--- config.mk ---
export PLATFORM = sky130hd
export DESIGN_NAME = dpcm_out_unit
export DESIGN_NICKNAME = d
export VERILOG_FILES = /design/src/rtl/dpcm_pkg.sv /design/src/rtl/dpcm_bit_shifter.sv /design/src/rtl/dpcm_level_reg.sv /design/src/rtl/dpcm_out_unit.sv
export SDC_FILE = /design/constraint.sdc
export NUM_CORES = 1
export LEC_CHECK = 0
export BUFFER_PORTS_ARGS = -buffer_cell sky130_fd_sc_hd__buf_2
export CAP_MARGIN = 10
export CORE_AREA = 2 2 58 60
export CTS_CLUSTER_DIAMETER = 60
export CTS_CLUSTER_SIZE = 10
export DETAILED_ROUTE_END_ITERATION = 10
export DIE_AREA = 0 0 60 62
export PLACE_DENSITY = 0.66
export SLEW_MARGIN = 10
export SYNTH_ARGS = -nofsm -noshare
export SYNTH_HDL_FRONTEND = slang
export SYNTH_SLANG_ARGS = --single-unit
export TNS_END_PERCENT = 50
--- constraint.sdc ---
create_clock -name clk_i -period 5 [get_ports clk_i]
set_clock_uncertainty 0.15 [all_clocks]
set_input_delay 0 -clock clk_i [delete_from_list [all_inputs] [get_ports clk_i]]
set_output_delay 0 -clock clk_i [all_outputs]
set_load 0.01 [all_outputs]
--- src/rtl/dpcm_pkg.sv ---
package dpcm_pkg;
  typedef enum logic [1:0] {
    STEP_NONE = 2'd0,
    STEP_UP   = 2'd1,
    STEP_DOWN = 2'd2
  } step_e;
endpackage

--- src/rtl/dpcm_bit_shifter.sv ---
module dpcm_bit_shifter
  import dpcm_pkg::*;
#(
  parameter int BYTE_W = 8
) (
  input  logic              clk_i,
  input  logic              rst_ni,
  input  logic              tick_i,
  input  logic              byte_valid_i,
  input  logic [BYTE_W-1:0] byte_i,
  output step_e             step_o,
  output logic              refill_o
);
  localparam int CNT_W = $clog2(BYTE_W + 1);

  logic [BYTE_W-1:0] shift_q;
  logic [CNT_W-1:0]  left_q;
  logic              silent_q;
  logic              last_bit;

  assign last_bit = (left_q == CNT_W'(1));

  always_comb begin
    if (tick_i && !silent_q) step_o = shift_q[0] ? STEP_UP : STEP_DOWN;
    else                     step_o = STEP_NONE;
  end

  always_ff @(posedge clk_i or negedge rst_ni) begin
    if (!rst_ni) begin
      shift_q  <= '0;
      left_q   <= CNT_W'(BYTE_W);
      silent_q <= 1'b1;
      refill_o <= 1'b0;
    end else begin
      refill_o <= 1'b0;
      if (tick_i) begin
        if (last_bit) begin
          left_q <= CNT_W'(BYTE_W);
          if (byte_valid_i) begin
            shift_q  <= byte_i;
            silent_q <= 1'b0;
            refill_o <= 1'b1;
          end else begin
            shift_q  <= shift_q >> 1;
            silent_q <= 1'b1;
          end
        end else begin
          left_q  <= left_q - CNT_W'(1);
          shift_q <= shift_q >> 1;
        end
      end
    end
  end
endmodule

--- src/rtl/dpcm_level_reg.sv ---
module dpcm_level_reg
  import dpcm_pkg::*;
#(
  parameter int CTR_W = 6
) (
  input  logic           clk_i,
  input  logic           rst_ni,
  input  step_e          step_i,
  input  logic           wr_en_i,
  input  logic [CTR_W:0] wr_data_i,
  output logic [CTR_W:0] level_o
);
  localparam logic [CTR_W-1:0] CTR_MAX = '1;

  logic [CTR_W-1:0] ctr_q, ctr_step;
  logic             lsb_q;
  logic [CTR_W:0]   stepped, level_d;

  always_comb begin
    ctr_step = ctr_q;
    unique case (step_i)
      STEP_UP:   if (ctr_q != CTR_MAX) ctr_step = ctr_q + 1'b1;
      STEP_DOWN: if (ctr_q != '0)      ctr_step = ctr_q - 1'b1;
      default:   ctr_step = ctr_q;
    endcase
    stepped = {ctr_step, lsb_q};
    if (!wr_en_i)                level_d = stepped;
    else if (step_i != STEP_NONE) level_d = stepped & wr_data_i; // same-cycle merge
    else                          level_d = wr_data_i;
  end

  always_ff @(posedge clk_i or negedge rst_ni) begin
    if (!rst_ni) begin
      ctr_q <= '0;
      lsb_q <= 1'b0;
    end else begin
      ctr_q <= level_d[CTR_W:1];
      lsb_q <= level_d[0];
    end
  end

  assign level_o = {ctr_q, lsb_q};
endmodule

--- src/rtl/dpcm_out_unit.sv ---
module dpcm_out_unit
  import dpcm_pkg::*;
#(
  parameter int BYTE_W = 8,
  parameter int CTR_W  = 6
) (
  input  logic              clk_i,
  input  logic              rst_ni,
  input  logic              tick_i,
  input  logic              byte_valid_i,
  input  logic [BYTE_W-1:0] byte_i,
  input  logic              wr_en_i,
  input  logic [CTR_W:0]    wr_data_i,
  output logic [CTR_W:0]    level_o,
  output logic              refill_o
);
  step_e step;

  dpcm_bit_shifter #(.BYTE_W(BYTE_W)) u_shift (
    .clk_i        (clk_i),
    .rst_ni       (rst_ni),
    .tick_i       (tick_i),
    .byte_valid_i (byte_valid_i),
    .byte_i       (byte_i),
    .step_o       (step),
    .refill_o     (refill_o)
  );

  dpcm_level_reg #(.CTR_W(CTR_W)) u_level (
    .clk_i     (clk_i),
    .rst_ni    (rst_ni),
    .step_i    (step),
    .wr_en_i   (wr_en_i),
    .wr_data_i (wr_data_i),
    .level_o   (level_o)
  );
endmodule

After elaboration in Yosys (flattened, before gate mapping)
Cells that the tools add are included.
- input bits: 20
- register bits: 21
- reduce and logical (&&, ||, !) cells: 5
- muxes and demuxes: 14
- equal/unequal tests: 4
- bitwise logic cells: 1
- add/sub/neg operators: 3
- operators with widths (operator ; count):
    $mux W8 ; 2
    $mux W7 ; 2
    $mux W6 ; 2
    $pmux W6 S2 ; 1
    $and A7 B7 Y7 ; 1
    $add A6 B1 Y6 const B ; 1
    $ne A6 B6 Y1 const B ; 1
    $reduce_bool A6 Y1 ; 1
    $sub A6 B1 Y6 const B ; 1
    $eq A4 B1 Y1 const B ; 1
    $mux W1 ; 4
    $mux W2 ; 2
    $mux W4 ; 1
    $sub A4 B1 Y4 const B ; 1
    $eq A2 B1 Y1 const B ; 1
    $eq A2 B2 Y1 const B ; 1
    $reduce_and A2 Y1 ; 1
    $reduce_bool A2 Y1 ; 1
    $logic_and A1 B1 Y1 ; 1
    $logic_not A1 Y1 ; 1

Longest topological paths before layout
- depth in word-level cells: 8
- gate-level depth with buffers: 7

Hierarchy
From an unflattened synthesis, not the netlist that was laid out.
- cell total of the unflattened synthesis: 147
- area total of the unflattened synthesis: 1360.1 um^2
- by module, submodules not included (module ; times used ; area an instance (um^2) ; cells an instance):
    dpcm_level_reg ; 1 ; 684.4 ; 82
    dpcm_bit_shifter ; 1 ; 675.6 ; 65

Worst setup path before layout
Ideal clock, no wire load.
- path type: reg2reg
- start: reg u_level.ctr_q[1]
- end: reg u_level.ctr_q[1]
- data required time: 4756 ps
- period minus slack after synthesis: 1886 ps
- arrival: 1643 ps
- buffers on the path: 0
- setup slack: 3114 ps
- cell stages (with the launch flop): 7
- setup time: 94 ps
- cell sequence: dfrtp_1 -> inv_1 -> ha_1 -> nor4b_2 -> and2_1 -> mux2_1 -> a211oi_1
- word-level cells in the longest chain between the ends: 6
- RTL lines (element ; line ; source):
    start, declared ; dpcm_level_reg.sv:15 ; logic [CTR_W-1:0] ctr_q, ctr_step;
    start signal, assigned ; dpcm_level_reg.sv:37 ; ctr_q <= level_d[CTR_W:1];
    $sub A6 B1 Y6, or another cell as far along ; dpcm_level_reg.sv:23 ; STEP_DOWN: if (ctr_q != '0) ctr_step = ctr_q - 1'b1;
    $mux W6 (on tied branches) ; dpcm_level_reg.sv:23, dpcm_level_reg.sv:22 ;
    $pmux W6 S2 * ; dpcm_level_reg.sv:21 ; unique case (step_i)
    $and A7 B7 Y7 ; dpcm_level_reg.sv:28 ; else if (step_i != STEP_NONE) level_d = stepped & wr_data_i;
    $mux W7 ; dpcm_level_reg.sv:28 ;
    $mux W7 * ; dpcm_level_reg.sv:27 ; if (!wr_en_i) level_d = stepped;
    net u_level.level_d[2] ; dpcm_level_reg.sv:17 ; logic [CTR_W:0] stepped, level_d;
The timed path passes the listed nets; every way through them passes the cells marked *.
A chain may end at the register's enable or synchronous reset.

Final worst setup path
- start: reg u_shift.left_q[1]
- end: reg u_shift.shift_q[7]
- word-level cells in the longest chain between the ends: 2
- RTL lines (element ; line ; source):
    start, declared ; dpcm_bit_shifter.sv:17 ; logic [CNT_W-1:0] left_q;
    start signal, assigned ; dpcm_bit_shifter.sv:31 ; left_q <= CNT_W'(BYTE_W);
    start signal, assigned ; dpcm_bit_shifter.sv:38 ; left_q <= CNT_W'(BYTE_W);
    start signal, assigned ; dpcm_bit_shifter.sv:48 ; left_q <= left_q - CNT_W'(1);
    $eq A4 B1 Y1 ; dpcm_bit_shifter.sv:21 ; assign last_bit = (left_q == CNT_W'(1));
    $mux W8 ; dpcm_bit_shifter.sv:37 ; if (last_bit) begin
    end signal, assigned ; dpcm_bit_shifter.sv:40 ; shift_q <= byte_i;
    end signal, assigned ; dpcm_bit_shifter.sv:44 ; shift_q <= shift_q >> 1;
    end signal, assigned ; dpcm_bit_shifter.sv:49 ; shift_q <= shift_q >> 1;
    end, declared ; dpcm_bit_shifter.sv:16 ; logic [BYTE_W-1:0] shift_q;
Every way passes these cells.

==> results_dict.tcl <==
set metrics [dict create \
    drtAntennaViolNets 0 \
    clk_latency_ns 0.30 \
    fmax_ghz 0.350 \
    gp_congestion 0.922 \
    use_met2_pct 30.0 \
    synth_seq_cells 21 \
    post-route-period-util_pct 57.1 \
    port_buffers 27 \
    clock_sinks 21 \
    postCtsSetupRepairBufs 0 \
    muxShareOfSynthArea_pct 8.36 \
    grt-busiest-layer "met2" \
    drv_cap 0 \
    initial_core_util_pct 42.4 \
    synth_xor_area_share_pct 1.95 \
    finalHoldViolations 0 \
    synth-compound-area-share_pct 18.1 \
    ys.warnings.count 0 \
    synthTopCellsByArea "dfrtp_1 35%, mux2i_1 6.7%, ha_1 4.6%" \
    period_needed_ns 2.86 \
    grt_usage_pct 17.5 \
    path_class "register to register" \
    synth_edf_count 0 \
    area_growth_pct 29.4 \
    synth.distinct_cells 44 \
    clock-root-buffer "clkbuf_4" \
    die-area_um2 3720 \
    yosys-top-cells-count "19 x dfrtp_1, 15 x nor2_1, 12 x a21oi_1, 11 x nand2_1, 9 x mux2i_1" \
    syn_avg_cell_area_um2 8.98 \
    grt-ovfl-total 0 \
    finalSetupTns_ns 0 \
    status "complete, no violations" \
    vias 1240 \
    cp-end-kind "register" \
    cts_tree "yes" \
    num_antenna_cells 0 \
    peakVddDrop_mv 0.205 \
    cellPowerDensity_nw_per_um2 411 \
    setup_slack_ns 2.14 \
    p_leak_nw 0.774 \
    row_count 21 \
    final_layout_size_suffix_gt1_share_pct 20.0 \
    slew_viol_final 0 \
    core_um2 3180 \
    grt_max_degree 28 \
    post-place-ws_ns 2.97 \
    cp.required_ns 5.10 \
    fin_util_pct 54.9 \
    synth_top_flop_cell "dfrtp_1" \
    cts.clk_slew.worst_paths_ns 0.12 \
    start_kind "register" \
    detail_route.wl_per_cell_um 12.6 \
    total_power_mw 0.717 \
    clock_path_buffers 2 \
    synth_top_family_by_area "simple AND/OR/NAND/NOR gates" \
    grt_pass1_vias 1150 \
    syn_inst 150 \
    die_x_um 60 \
    slew_headroom_pct 68.6 \
    yosys.area_share.adder_pct 4.64 \
    synth_area_um2 1350 \
    postSynthNetCount 175 \
    setup_viol 0 \
    io_pins 28 \
    synth.most_common_cell "dfrtp_1" \
    yosysSeqAreaShare_pct 39.2 \
    rsz0062_at_grt "no" \
    yosys.area_share.simple_pct 21.5 \
    yosysTopAreaCellShare_pct 35.3 \
    final_cell_area_um2 1740 \
    detailed_place.area_um2 1490 \
    dp_hpwl_mm 2.15 \
    cp_data_arrival_time_ns 2.96 \
    hp-class "primary input to async pin" \
    dieHeight_um 62 \
    cts-htree-levels 1 \
    grtUsageMet1_pct 22.7 \
    totalWireLength_mm 3.03 \
    nets 221 \
    yosys.area.top_type "dfrtp_1" \
    cts_made_buffers 3 \
    first_pass_iters 4 \
    use_met3_pct 3.11 \
    vias_per_cell 5.15 \
    drcViolationCount 0 \
    antenna_found_initial 0 \
    crit_fanout 8 \
    async_reset_ff_share_pct 100 \
    drt_iter0_markers 89 \
    grt_pass1_wl_mm 4.99 \
    tightest_slew_ns 0.471 \
]
[state kept, by name, indices dropped and copies added (netlist names)]
signal            cells
u_shift.shift_q       8
u_level.ctr_q         6
u_shift.left_q        4
u_level.lsb_q         1
u_shift.refill_o      1
u_shift.silent_q      1
[kinds of logic (layout without fill, tap and decap cells)]
| kind of cell | after synthesis | count (layout) |
|---|---|---|
| adder cells (fa/ha/maj) | 5 | 5 |
| AO/OA/AOI/OAI | 39 | 39 |
| buffers and inverters | 17 | 62 |
| flip-flops | 21 | 21 |
| XOR/XNOR | 3 | 3 |
| AND/OR/NAND/NOR | 54 | 54 |
| multiplexers | 11 | 11 |
[routing by layer]
metal  up-vias  wire (um)
met5         -          0
met4         0         13
met3         2        165
met2        36       1490
met1       585       1360
li1        617          -
[repair_timing]
item	CTS	global route
hold endpoints to repair	39	0
hold buffers	23	0
setup endpoints to repair	0	0
resized for setup	0	0
[power by group]
| part | total, mW | internal (mW) | switching, mW |
|---|---|---|---|
| clock | 0.0819 | 0.0297 | 0.0521 |
| combinational | 0.322 | 0.163 | 0.159 |
| sequential | 0.314 | 0.231 | 0.0835 |
| total | 0.717 | 0.423 | 0.294 |
[layout make-up]
| cell class | count | area [um2] |
|---|---|---|
| inverters | 8 | 30.0 |
| clock inverters | 1 | 5.00 |
| flip-flops and latches | 21 | 528 |
| multi-input cells | 112 | 736 |
| fillers | 302 | 1440 |
| well taps | 46 | 57.6 |
| repair buffers | 50 | 365 |
| clock buffers | 3 | 22.5 |
[stage by stage]
stage,hold WS [ns],std cells
2_1_floorplan,-0.446,150
3_3_place_gp,-0.165,214
3_5_place_dp,-0.160,214
4_1_cts,0.0291,241
5_1_grt,0.0386,241
6_report,0.0254,241
[worst paths after layout]
path / startpoint / to / slack [ns] / cells past startpoint
max in group asynchronous: rst_ni / u_shift.left_q[3] / 4.32 / 2
worst min register to register: u_level.lsb_q / u_level.lsb_q / 0.36 / 1
worst max register to register: u_shift.left_q[1] / u_shift.shift_q[7] / 2.14 / 8
worst max-delay path: u_shift.left_q[1] / u_shift.shift_q[7] / 2.14 / 8
min in group clk_i: wr_en_i / u_level.ctr_q[3] / 0.05 / 3
worst min-delay path: rst_ni / u_shift.shift_q[3] / 0.03 / 2
[critical path, stage by stage (launching register included)]
cell and delay [ns]:
dfrtp_1 0.40, inv_1 0.10, ha_1 0.19, nor3b_2 0.27
and2_1 0.41, nand3_1 0.11, dlygate4sd3_1 0.57, o21ai_1 0.06
dlygate4sd3_1 0.55
[cell usage in the layout (no fill, tap or decap), drive strengths merged, types with 6 or more instances in the layout]
cell type | Yosys | final
nand2 | 11 | 11
buf | 5 | 27
o21ai | 9 | 9
nor2 | 15 | 15
dlygate4sd3 | 0 | 23
dfrtp | 19 | 19
mux2i | 9 | 9
nand3 | 6 | 6
inv | 8 | 8
a21oi | 12 | 12
Note: power is estimated with default switching activity, not from simulation.
